File: config.mk
export PLATFORM = sky130hd
export DESIGN_NAME = cr_field_writer
export DESIGN_NICKNAME = d
export VERILOG_FILES = /design/src/rtl/cr_pkg.sv /design/src/rtl/cr_decode.sv /design/src/rtl/cr_merge.sv /design/src/rtl/cr_field_writer.sv
export SDC_FILE = /design/constraint.sdc
export NUM_CORES = 1
export LEC_CHECK = 0
export BUFFER_PORTS_ARGS = -buffer_cell sky130_fd_sc_hd__clkbuf_2
export CORE_UTILIZATION = 33
export DETAILED_ROUTE_END_ITERATION = 12
export PLACE_DENSITY = 0.79
export SLEW_MARGIN = 20
export SYNTH_ARGS = -nofsm -noshare
export SYNTH_HDL_FRONTEND = slang
export SYNTH_SLANG_ARGS = --single-unit
export TNS_END_PERCENT = 50
File: constraint.sdc
create_clock -name clk -period 1.4 [get_ports clk]
set_input_delay 0.35 -clock clk [delete_from_list [all_inputs] [get_ports clk]]
set_output_delay 0.35 -clock clk [all_outputs]
set_load 0.005 [all_outputs]
File: src/rtl/cr_pkg.sv
// Package: shared constants for the condition register field writer.
// Assumes the 32-bit instruction layout with LSB-0 bit numbering.
package cr_pkg;
    localparam int          INSN_W      = 32;
    localparam logic [5:0]  OPC_PRIMARY = 6'd31;
    localparam logic [9:0]  OPC_EXT     = 10'd144;
    localparam int          PRIM_LSB    = 26;
    localparam int          EXT_LSB     = 1;
    localparam int          MASK_LSB    = 12;
endpackage

File: src/rtl/cr_decode.sv
// Module: cr_decode
// Recognises the masked-field move and extracts its field mask.
// Assumes mask bits sit at MASK_LSB upward; the marker, source number
// and reserved bits are deliberately ignored.
module cr_decode
    import cr_pkg::*;
#(
    parameter int NFIELDS = 8
) (
    input  logic [INSN_W-1:0]  insn,
    output logic               match,
    output logic [NFIELDS-1:0] mask
);
    localparam int MASK_MSB = MASK_LSB + NFIELDS - 1;

    logic unused_insn_bits;

    // Purpose: compare the primary and extended opcode fields.
    always_comb begin
        match = (insn[PRIM_LSB +: 6] == OPC_PRIMARY) &&
                (insn[EXT_LSB +: 10] == OPC_EXT);
    end

    // Purpose: pass the field mask through, MSB = field 0.
    assign mask = insn[MASK_MSB:MASK_LSB];

    assign unused_insn_bits = ^{insn[PRIM_LSB-1:MASK_MSB+1],
                                insn[MASK_LSB-1:EXT_LSB+10], insn[0]};
endmodule

File: src/rtl/cr_merge.sv
// Module: cr_merge
// Per-field select between the current register and new data.
// Assumes mask[NFIELDS-1] selects field 0, which sits in the top nibble.
module cr_merge #(
    parameter int NFIELDS = 8,
    parameter int FW      = 4
) (
    input  logic [NFIELDS*FW-1:0] cur,
    input  logic [NFIELDS*FW-1:0] data,
    input  logic [NFIELDS-1:0]    mask,
    output logic [NFIELDS*FW-1:0] nxt
);
    localparam int CRW = NFIELDS * FW;

    for (genvar i = 0; i < NFIELDS; i++) begin : g_field
        localparam int HI = CRW - 1 - i * FW;
        // Purpose: choose new or old nibble for field i.
        assign nxt[HI -: FW] = mask[NFIELDS-1-i] ? data[HI -: FW] : cur[HI -: FW];
    end

    // Purpose: an empty mask must give back the current value.
    always_comb begin
        if (mask == '0) begin
            assert_empty_mask_keeps_R5: assert (nxt == cur);
        end
    end
endmodule

File: src/rtl/cr_field_writer.sv
// Module: cr_field_writer (top)
// Condition register of NFIELDS fields with a masked move-in operation.
// Assumes NFIELDS*FW does not exceed SRC_W; upper source bits are unused.
module cr_field_writer
    import cr_pkg::*;
#(
    parameter int NFIELDS = 8,
    parameter int FW      = 4,
    parameter int SRC_W   = 64
) (
    input  logic                  clk,
    input  logic                  rst_n,
    input  logic                  issue_i,
    input  logic [INSN_W-1:0]     insn_i,
    input  logic [SRC_W-1:0]      src_i,
    output logic [NFIELDS*FW-1:0] cr_o,
    output logic                  hit_o
);
    localparam int CRW = NFIELDS * FW;

    logic               match;
    logic [NFIELDS-1:0] mask;
    logic [CRW-1:0]     cr_q;
    logic [CRW-1:0]     cr_nxt;
    logic               hit_q;
    logic               do_write;
    logic               unused_src_hi;

    cr_decode #(.NFIELDS(NFIELDS)) u_decode (
        .insn  (insn_i),
        .match (match),
        .mask  (mask)
    );

    cr_merge #(.NFIELDS(NFIELDS), .FW(FW)) u_merge (
        .cur  (cr_q),
        .data (src_i[CRW-1:0]),
        .mask (mask),
        .nxt  (cr_nxt)
    );

    assign do_write      = issue_i & match;
    assign unused_src_hi = ^src_i[SRC_W-1:CRW];

    // Purpose: hold the register and the recognised flag.
    always_ff @(posedge clk) begin
        if (!rst_n) begin
            cr_q  <= '0;
            hit_q <= 1'b0;
        end else begin
            hit_q <= do_write;
            if (do_write) cr_q <= cr_nxt;
        end
    end

    assign cr_o  = cr_q;
    assign hit_o = hit_q;

    // Reset leaves an all-zero register and a low flag.
    assert_reset_clear_R1: assert property (@(posedge clk) disable iff (!rst_n)
        !$past(rst_n) |-> (cr_q == '0 && !hit_q));

    // The flag only follows a strobed issue.
    assert_hit_needs_issue_R2: assert property (@(posedge clk) disable iff (!rst_n)
        hit_q |-> $past(issue_i));

    // A mismatched issue changes nothing.
    assert_miss_holds_R3: assert property (@(posedge clk) disable iff (!rst_n)
        (issue_i && !match) |=> ($stable(cr_q) && !hit_q));

    // No strobe, no change.
    assert_idle_holds_R9: assert property (@(posedge clk) disable iff (!rst_n)
        !issue_i |=> ($stable(cr_q) && !hit_q));

    // A full mask loads the low source word.
    assert_full_load_R7: assert property (@(posedge clk) disable iff (!rst_n)
        (issue_i && match && mask == '1) |=> (cr_q == $past(src_i[CRW-1:0])));
endmodule

### After elaboration in Yosys (flattened, before gate mapping)

Cells that the tools add are included.

* equality and inequality tests: 2
* bitwise gates (word level): 1
* reduce and logical (&&, ||, !) cells: 9

Operators by type and width (number)
* 2-bit AND reduction: 8
* 10-bit by 8-bit equality test with 1-bit output (second input constant): 1
* 6-bit by 5-bit equality test with 1-bit output (second input constant): 1
* 1-bit bitwise AND: 1
* 1-bit logical AND: 1

* register bits after elaboration: 33
* bits of input ports: 99
* output and inout bits: 33
* word-level logic and storage cells: 21

### Logic depth before layout (Yosys ltp)

* word-level depth: 4
* gate-level depth with buffers: 6

### Hierarchy

From an unflattened synthesis, not the netlist that was laid out.

* cell total of the unflattened synthesis: 194
* area, all modules: 1886.8 um2

Modules (own cells, without submodules)
* cr_field_writer: times used 1, cells each 149, area each 1412.6 um2, seq. area each 660.6 um2
* cr_merge: times used 1, cells each 32, area each 360.3 um2, seq. area each 0.0 um2
* cr_decode: times used 1, cells each 13, area each 113.9 um2, seq. area each 0.0 um2

### Least setup slack after synthesis

Ideal clock, no wire load.

* kind: input to register
* from: in insn_i[31]
* to: reg cr_q[16] (netlist: cr_o[16])
* library setup time: 0.132 ns
* data arrival time: 1.248 ns
* required time: 1.268 ns
* path slack: 0.020 ns
* cell stages on the path: 5
* buffers on the path: 1
* cell sequence: nor4b_2 -> nand4_1 -> clkbuf_1 -> o21ai_0 -> a21oi_1

* cells in the longest elaborated chain, start to end: 4

RTL lines
* start, declared: RTL line cr_field_writer.sv:14 `input logic [INSN_W-1:0] insn_i,`
* 6-bit by 5-bit equality test with 1-bit output: RTL line cr_decode.sv:20 `match = (insn[PRIM_LSB +: 6] == OPC_PRIMARY) &&`
* 1-bit logical AND: RTL line cr_decode.sv:20
* 1-bit bitwise AND: RTL line cr_field_writer.sv:42 `assign do_write = issue_i & match;`
* 2-bit AND reduction (no source line)
* end signal, assigned: RTL line cr_field_writer.sv:52 `if (do_write) cr_q <= cr_nxt;`
* end, declared: RTL line cr_field_writer.sv:23 `logic [CRW-1:0] cr_q;`

Every way passes these cells.
A chain may end at the register's enable or synchronous reset.

### Worst setup path after layout

* from: in insn_i[3]
* to: reg cr_q[6] (netlist: cr_o[6])

* cells in the longest elaborated chain, start to end: 4

RTL lines
* 10-bit by 8-bit equality test with 1-bit output: RTL line cr_decode.sv:21 `(insn[EXT_LSB +: 10] == OPC_EXT);`
* 1-bit logical AND: RTL line cr_decode.sv:20
* 1-bit bitwise AND: RTL line cr_field_writer.sv:42
* 2-bit AND reduction (no source line)

Every way passes these cells.

==> flow_metrics.py <==
metrics = {
    "routing": {
        "final_antenna_net_count": 0,
        "first_pass_iters": 4,
        "wl_per_cell_um": 12.3,
        "route.detailed.drc": 0,
        "routed_via_density": 5.00,
        "num_vias": 1551,
        "drt-total-wl_um": 3800,
        "drt_iter0_drc": 43,
    },
    "yosys": {
        "synth_top_area_cell": "dfxtp_1",
        "syn-mean-instance-area_um2": 8.30,
        "yosysMostFrequentCell": "nand3_1",
        "yosysSeqAreaShare": 0.474,
        "yosysWarnings": 0,
        "synthCells": 168,
        "synth.distinct_cells": 19,
        "synth_commonest_cells": "nand3_1, dfxtp_1, a21oi_1",
        "synth_top_cells_by_area": "dfxtp_1, nand3_1, a21oi_1, o21ai_0, and3_1",
        "netlist.area_leader.share": 0.474,
        "ys_async_sr_fraction": 0,
        "ys.flop_type": "dfxtp_1",
        "netlist_area_um2": 1400,
        "ys_ff_latch": 33,
        "synth_edf_count": 0,
        "syn_nets": 267,
    },
    "power_and_ir_drop": {
        "powerDensity_nw_per_um2": 927,
        "power_w": 0.00186,
        "leakage_nw": 0.884,
        "peakVddDrop_mv": 0.399,
    },
    "clocking": {
        "clk_latency_ns": 0.28,
        "numCtsBuffers": 5,
        "clk_pin_slew_worst_paths_ns": 0.07,
        "cts_resized": 0,
        "cts_tree": "built",
        "postCtsSetupRepairBufs": 0,
        "clock-sinks": 33,
        "hold_buffers": 0,
        "cts.path.max_buffers": 2,
        "cts_htree_levels": 2,
        "root_buffer": "clkbuf_8",
    },
    "sta": {
        "setup_viol": 0,
        "finalCritPeriodShare": 0.912,
        "rsz0062_at_grt": "false",
        "final.setup.tns_ns": 0,
        "drv_slew": 0,
        "worstMarginPinSlew_ns": 0.331,
        "whs_ns": 0.305,
        "max_freq_mhz": 783,
        "max-slew-margin-rel": 0.779,
        "fin_skew_ns": 0,
        "setup_ws_ns": 0.124,
        "final.min_clock_period_ns": 1.28,
        "hold_viol": 0,
    },
    "global_routing": {
        "grt_pass1_vias": 1384,
        "track_usage": 0.174,
        "grt_overflow": 0,
        "grt_start_max_net_pins": 33,
        "grt_pass1_wl_um": 5800,
        "antenna_found_initial": 0,
    },
    "worst_setup_path": {
        "worstSetupStartpointType": "input pin",
        "crit_path_top_delay_cell": "nor4b_2",
        "cp.required_ns": 1.61,
        "crit_chain": "clkbuf_2 > nor4b_2 > and4_1 > buf_12 > nand3_1 > a21oi_1",
        "cp_top_family": "simple AND/OR/NAND/NOR gates",
        "crit_fanout": 32,
        "critPathBufInv": 2,
        "worstSetupPathType": "in2reg",
        "worstPathArrival_ns": 1.49,
        "slowest_delay_ns": 0.31,
        "worstSetupEndpointType": "flip-flop",
    },
    "layout": {
        "drive_above_1_share": 0.415,
        "n_fill_cell": 395,
        "n_antenna_cell": 0,
        "finalNetCount": 358,
        "syn2layout_area_growth_pct": 43.6,
        "post-route-util": 0.497,
    },
    "floorplanning": {
        "fp.coreArea_um2": 4030,
        "io_pins": 132,
        "die_w_um": 67.0,
        "start_util": 0.346,
        "dieArea_um2": 4490,
        "std_cell_rows": 23,
        "fp.dieH_um": 67.0,
    },
    "placed_design": {
        "gp_congestion": 0.740,
        "hpwl_um": 2860,
        "io_buffers": 91,
        "place_ws_ns": -0.177,
    },
    "run": {
        "max_cap_viol_count": 0,
    },
    "status": {
        "status": "finished, final reports clean",
    },
    "worst_hold_path": {
        "hold_class": "in2reg",
    },
}
[final cells by class]
type | count | area [um2] | area share
tap | 50 | 62.6 | 0.0312
sequential | 33 | 661 | 0.330
multi-input combinational | 121 | 649 | 0.324
timing repair buffer | 97 | 526 | 0.262
clock inverter | 1 | 5.00 | 0.00250
inverter | 1 | 3.75 | 0.00187
clock buffer | 7 | 96.3 | 0.0481
[power breakdown]
group          internal, W  switching (W)
Clock             0.000444       0.000329
Sequential        0.000939  0.00000000183
Combinational    0.0000781      0.0000673
[per-stage QoR]
stage	cell area, um2	cells
after detailed placement	1900	302
after global routing	2000	310
after CTS	2000	310
after global placement	1900	302
after floorplan	1400	168
final	2000	310
[cell usage in the layout, fill, tap and decap left out]
cell and instances:
and4_1 1, inv_1 1, nor4b_2 2, buf_4 4, o21ai_0 31, clkinv_2 1, and4bb_2 1, nand4_1 1
a21oi_1 32, clkbuf_2 91, nor2b_1 1, dfxtp_1 33, clkbuf_8 7, buf_12 2, nor2_1 1, o21ai_1 1
nand3_1 41, and2_1 1, and3_1 8
[registers in the layout, indices dropped and copies added, names as in the netlist]
register,count
cr_o,32
hit_o,1
[per-layer routing]
layer,part of all wire,GRT usage
met1,0.44,0.198
met2,0.48,0.300
met3,0.069,0.0599
met4,0.012,0.0559
met5,0,0
[worst register-to-register path, delay by kind of cell, from the launching register on]
family,cells,cell delay [ns]
compound gates,2,0.22
flops,1,0.33
[worst paths after layout]
check | cells after the start | to | slack, ns | start
setup / recovery | 6 | cr_o[6] | 0.12 | insn_i[3]
hold / removal | 3 | cr_o[18] | 0.30 | src_i[18]
setup reg to reg | 2 | cr_o[6] | 0.78 | cr_o[6]
hold reg to reg | 2 | cr_o[15] | 0.47 | cr_o[15]
[cells by family after synthesis]
group / after synthesis / share of synthesized area
AOI/OAI and AO/OA: 64 / 0.230
buffers and inverters: 14 / 0.0610
DFF: 33 / 0.474
and+or+nand+nor: 57 / 0.236
(Power assumes the default switching activity.)
